==> src/rtl/fsw_pkg.sv <==
// Shared definitions for the frequency switch sequencer: register
// addresses, control bit positions and the sequence state encoding.
package fsw_pkg;
    localparam int ADDR_W     = 2;
    localparam int DATA_W     = 32;

    localparam logic [ADDR_W-1:0] A_CTRL   = 2'd0;
    localparam logic [ADDR_W-1:0] A_MASK   = 2'd1;
    localparam logic [ADDR_W-1:0] A_ACTIVE = 2'd2;
    localparam logic [ADDR_W-1:0] A_STAGED = 2'd3;

    localparam int B_START  = 0;
    localparam int B_MODE   = 1;
    localparam int B_BYPASS = 4;
    localparam int B_HOLD   = 13;
    localparam int B_STAGE  = 15;

    localparam logic [DATA_W-1:0] CTRL_KEEP =
        (32'd1 << B_START) | (32'd1 << B_MODE) | (32'd1 << B_BYPASS) |
        (32'd1 << B_HOLD)  | (32'd1 << B_STAGE);

    typedef enum logic [2:0] {
        ST_IDLE, ST_WAIT, ST_HOLD, ST_SWITCH, ST_LOAD, ST_RELEASE
    } seq_state_t;
endpackage

==> src/rtl/fsw_ready_gate.sv <==
// Reduces the per-master ready inputs under the mask into one flag.
// Assumes mask bits above NUM_MASTERS have no master behind them.
module fsw_ready_gate #(
    parameter int NUM_MASTERS = 4
) (
    input  logic [NUM_MASTERS-1:0] ready,
    input  logic [NUM_MASTERS-1:0] mask,
    output logic                   all_ready
);
    logic [NUM_MASTERS-1:0] ok;

    // One term per master: unmasked masters count as ready.
    for (genvar i = 0; i < NUM_MASTERS; i++) begin : g_term
        assign ok[i] = ready[i] | ~mask[i];
    end

    assign all_ready = &ok;
endmodule

==> src/rtl/fsw_regs.sv <==
// Register file: control word with self-clearing start, ready mask,
// and active/staged refresh timing words. Assumes done and load come
// from the sequencer and never coincide with a permitted control write.
module fsw_regs
    import fsw_pkg::*;
(
    input  logic              clk,
    input  logic              rst_n,
    input  logic              wr,
    input  logic [ADDR_W-1:0] addr,
    input  logic [DATA_W-1:0] wdata,
    input  logic              done,
    input  logic              load,
    output logic [DATA_W-1:0] rdata,
    output logic [DATA_W-1:0] ctrl_q,
    output logic [DATA_W-1:0] mask_q,
    output logic [DATA_W-1:0] active_q,
    output logic [DATA_W-1:0] staged_q
);
    logic busy;
    assign busy = ctrl_q[B_START];

    // Control word: written only while idle, start cleared on done.
    always_ff @(posedge clk) begin
        if (!rst_n)
            ctrl_q <= '0;
        else if (done)
            ctrl_q[B_START] <= 1'b0;
        else if (wr && addr == A_CTRL && !busy)
            ctrl_q <= wdata & CTRL_KEEP;
    end

    // Ready mask: plain read/write register.
    always_ff @(posedge clk) begin
        if (!rst_n)
            mask_q <= '0;
        else if (wr && addr == A_MASK)
            mask_q <= wdata;
    end

    // Timing words: staged always written, active written when not staging or on load.
    always_ff @(posedge clk) begin
        if (!rst_n) begin
            active_q <= '0;
            staged_q <= '0;
        end else begin
            if (wr && addr == A_ACTIVE)
                staged_q <= wdata;
            if (load)
                active_q <= staged_q;
            else if (wr && addr == A_ACTIVE && !ctrl_q[B_STAGE])
                active_q <= wdata;
        end
    end

    // Read multiplexer.
    always_comb begin
        unique case (addr)
            A_CTRL:   rdata = ctrl_q;
            A_MASK:   rdata = mask_q;
            A_ACTIVE: rdata = active_q;
            default:  rdata = staged_q;
        endcase
    end
endmodule

==> src/rtl/fsw_fsm.sv <==
// Sequence controller: wait for masters, optional pad hold, clock
// switch handshake, optional staged timing load, release. Assumes
// option inputs stay constant while start is set.
module fsw_fsm
    import fsw_pkg::*;
(
    input  logic clk,
    input  logic rst_n,
    input  logic start,
    input  logic hold_en,
    input  logic stage_en,
    input  logic bypass,
    input  logic all_ready,
    input  logic ack,
    output logic req,
    output logic hold,
    output logic load,
    output logic done
);
    seq_state_t state, nxt;

    // State register.
    always_ff @(posedge clk) begin
        if (!rst_n) state <= ST_IDLE;
        else        state <= nxt;
    end

    // Next-state selection.
    always_comb begin
        nxt = state;
        unique case (state)
            ST_IDLE:    if (start) nxt = ST_WAIT;
            ST_WAIT:    if (all_ready) nxt = hold_en ? ST_HOLD : ST_SWITCH;
            ST_HOLD:    nxt = ST_SWITCH;
            ST_SWITCH:  if (bypass || ack) nxt = stage_en ? ST_LOAD : ST_RELEASE;
            ST_LOAD:    nxt = ST_RELEASE;
            default:    nxt = ST_IDLE;
        endcase
    end

    // Output decode.
    assign req  = (state == ST_SWITCH);
    assign load = (state == ST_LOAD);
    assign done = (state == ST_RELEASE);
    assign hold = hold_en && (state == ST_HOLD || state == ST_SWITCH || state == ST_LOAD);
endmodule

==> src/rtl/fswitch_seq.sv <==
// Top of the frequency switch sequencer: joins register file, ready
// gate and sequence controller. Assumes NUM_MASTERS <= 32.
module fswitch_seq
    import fsw_pkg::*;
#(
    parameter int NUM_MASTERS = 4
) (
    input  logic                   clk,
    input  logic                   rst_n,
    input  logic                   reg_wr,
    input  logic [1:0]             reg_addr,
    input  logic [31:0]            reg_wdata,
    output logic [31:0]            reg_rdata,
    input  logic [NUM_MASTERS-1:0] master_ready,
    input  logic                   sw_ack,
    output logic                   sw_req,
    output logic                   sw_mode,
    output logic                   pad_hold,
    output logic                   shadow_load,
    output logic [15:0]            refresh_interval,
    output logic [15:0]            refresh_cycles
);
    logic [DATA_W-1:0] ctrl_q, mask_q, active_q, staged_q;
    logic              all_ready, done;

    fsw_regs u_regs (
        .clk(clk), .rst_n(rst_n), .wr(reg_wr), .addr(reg_addr),
        .wdata(reg_wdata), .done(done), .load(shadow_load),
        .rdata(reg_rdata), .ctrl_q(ctrl_q), .mask_q(mask_q),
        .active_q(active_q), .staged_q(staged_q)
    );

    fsw_ready_gate #(.NUM_MASTERS(NUM_MASTERS)) u_gate (
        .ready(master_ready), .mask(mask_q[NUM_MASTERS-1:0]),
        .all_ready(all_ready)
    );

    fsw_fsm u_fsm (
        .clk(clk), .rst_n(rst_n), .start(ctrl_q[B_START]),
        .hold_en(ctrl_q[B_HOLD]), .stage_en(ctrl_q[B_STAGE]),
        .bypass(ctrl_q[B_BYPASS]), .all_ready(all_ready), .ack(sw_ack),
        .req(sw_req), .hold(pad_hold), .load(shadow_load), .done(done)
    );

    assign sw_mode          = ctrl_q[B_MODE];
    assign refresh_interval = active_q[31:16];
    assign refresh_cycles   = active_q[15:0];
endmodule

==> config.mk <==
export PLATFORM = sky130hd
export DESIGN_NAME = fswitch_seq
export DESIGN_NICKNAME = d
export VERILOG_FILES = /design/src/rtl/fsw_pkg.sv /design/src/rtl/fsw_ready_gate.sv /design/src/rtl/fsw_regs.sv /design/src/rtl/fsw_fsm.sv /design/src/rtl/fswitch_seq.sv
export SDC_FILE = /design/constraint.sdc
export NUM_CORES = 1
export LEC_CHECK = 0
export ABC_AREA = 1
export ABC_CLOCK_PERIOD_IN_PS = 2500
export BUFFER_PORTS_ARGS = -buffer_cell sky130_fd_sc_hd__buf_2
export CELL_PAD_IN_SITES_DETAIL_PLACEMENT = 1
export CELL_PAD_IN_SITES_GLOBAL_PLACEMENT = 1
export CORE_MARGIN = 4
export CORE_UTILIZATION = 40
export CTS_BUF_LIST = sky130_fd_sc_hd__clkbuf_4 sky130_fd_sc_hd__clkbuf_8
export DETAILED_ROUTE_END_ITERATION = 7
export PLACE_DENSITY_LB_ADDON = 0.05
export SLEW_MARGIN = 30
export SYNTH_ARGS = -nofsm -noshare
export SYNTH_HDL_FRONTEND = slang
export SYNTH_HIERARCHICAL = 1
export SYNTH_SLANG_ARGS = --single-unit
==> constraint.sdc <==
create_clock -name clk -period 2.5 [get_ports clk]
set_clock_uncertainty 0.2 [all_clocks]
set_input_delay 0.375 -clock clk [delete_from_list [all_inputs] [get_ports clk]]
set_output_delay 0.375 -clock clk [all_outputs]
set_load 0.05 [all_outputs]
==> flow_summary.yaml <==
clock_tree:
  cts_tree: "done"
  clk_latency_ns: 0.39
  post_cts_resized: 0
  cts_buffers: 9
  clockBufferDepth: 2
  post_cts_buffers: 0
  h-tree-depth: 3
  ctsHoldBuffers: 0
  cts_root_buf: "clkbuf_8"
  cts_sinks: 104
  path_clk_slew_ns: 0.10
worst_setup_path:
  start_kind: "flop"
  crit_family: "buffers and inverters"
  critical_path.max_fanout: 7
  crit_required_ns: 1.92
  cp_num_buf_inv: 2
  worstPathArrival_ns: 1.70
  slowest_delay_ns: 0.39
  cp_cell_sequence: "nor2_1, nand2_1, inv_1, buf_2"
  r2r_setup_slack_ns: 0.31
  end_kind: "primary output"
  cp_slowest_cell: "dfxtp_1"
  critPathKind: "reg2out"
global_route:
  grt_pass1_wl_mm: 26.1
  grt_remaining_overflow: 0
  grt_pass1_vias: 5270
  track_usage: 0.225
  antenna_found_initial: 0
  grt_max_degree: 125
cells_and_area:
  fin_cells: 987
  area_delta_synth_final_pct: 18.6
  drive_gt1_frac: 0.188
  layout.nets: 858
  final.fill_count: 1641
  multi_input_area_um2: 2280
  n_antenna_cell: 0
  seq_area_um2: 2080
power:
  pwr-share-seq: 0.506
  pwr-share-comb: 0.191
  intPower_mw: 2.42
  powerDensity_nw_per_um2: 597
  peakVddDrop_uv: 337
  switching_share: 0.315
  p_leak_nw: 2.70
  power_frac_clock: 0.304
  p_switching_mw: 1.11
timing:
  period_minus_slack_ns: 2.28
  setup_tns_ns: 0
  tightest_slew_ns: 0.535
  setup_viol: 0
  finalHoldViolCount: 0
  slew_headroom: 0.644
  rsz0062_at_grt: "no"
  slew_violations: 0
  fmax_mhz: 439
  finalCritPeriodShare: 0.910
detailed_routing:
  first_pass_iters: 4
  route.met3.wl_um: 822
  wl_met1_mm: 7.00
  totalWireLength_mm: 15.8
  vias_per_cell: 5.20
  detail-route-antenna-nets: 0
  drt_iter0_drc: 252
  drc: 0
  highest_layer: "met4"
  num_vias: 5136
  post_drt_wl_per_cell_um: 16.0
  route.met2.wl_mm: 7.86
logic_synthesis:
  ys_warn_count: 6
  synthesis.instances: 731
  syn_avg_cell_area_um2: 6.81
  synthesis.area_um2: 4980
  syn_nets: 773
die:
  die_area_um2: 14300
  start_util: 0.411
  die_h_um: 120
  pin_count: 110
  die_w_um: 120
  core_um2: 12100
  rows: 40
placement:
  dp_hpwl_mm: 11.0
  gp_congestion: 0.799
  dp.cells: 973
  io_buffers: 109
status:
  run_status: "finished, final reports clean"
job:
  drv_cap: 0
worst_hold_path:
  min_path_type: "in2reg"
worst min-delay path, delay by kind of cell:
| family | cells | cell delay (ns) |
|---|---|---|
| compound gates | 2 | 0.16 |
| buf+inv | 1 | 0.10 |
worst paths after layout:
kind	end	from	cells past startpoint
min	u_regs/staged_q[17]	reg_wdata[17]	3
min reg2reg	u_regs/mask_q[27]	u_regs/mask_q[27]	2
max	shadow_load	u_fsm/state[0]	4
max reg2reg	u_regs/active_q[5]	u_fsm/state[0]	9
registers in the layout (all words and copies together) (netlist names):
signal           cells
u_regs/active_q     32
u_fsm/state          3
u_regs/staged_q     32
u_regs/mask_q       32
u_regs/ctrl_q        5
metal layers:
metal,global-route usage,vias up
met5,0,-
met4,0.0501,0
met3,0.0528,15
met2,0.391,93
met1,0.283,2470
li1,-,2558
area by class of cell:
cell class / count / share of cell area
Inverter: 110 / 0.0702
Clock buffer: 11 / 0.0246
Timing Repair Buffer: 125 / 0.124
Clock inverter: 3 / 0.00742
Multi-Input combinational cell: 466 / 0.386
Tap cell: 168 / 0.0356
Sequential cell: 104 / 0.353
cell usage in the layout (no fill, tap or decap), drive strengths merged:
cell	count
nand2	144
buf	125
inv	109
dfxtp	104
a21oi	100
o21ai	94
nor2	50
nand3	40
o221ai	27
clkbuf	11
o2111ai	5
nand4	4
clkinv	3
bufinv	1
a21boi	1
o21a	1
stage by stage:
| stage | util | cell area [um^2] | power (mW) | hold WS (ns) | setup WS (ns) |
|---|---|---|---|---|---|
| global route | 0.487 | 5900 | 3.71 | 0.0648 | 0.0946 |
| finish | 0.487 | 5900 | 3.53 | 0.0749 | 0.224 |
| global placement | 0.472 | 5710 | 2.47 | 0.237 | 0.331 |
| CTS | 0.487 | 5900 | 3.57 | 0.0472 | 0.210 |
| detailed placement | 0.472 | 5710 | 2.50 | 0.245 | 0.273 |
| floorplan | - | 4980 | 2.28 | 0.229 | 0.287 |
power groups by stage:
stage	clock (mW)	combinational [mW]	sequential, mW
2_1_floorplan	0	0.368	1.91
3_3_place_gp	0	0.650	1.82
3_5_place_dp	0	0.674	1.82
4_1_cts	1.11	0.678	1.79
5_1_grt	1.18	0.739	1.80
6_report	1.07	0.673	1.78
Note: power is estimated with default switching activity, not from simulation.
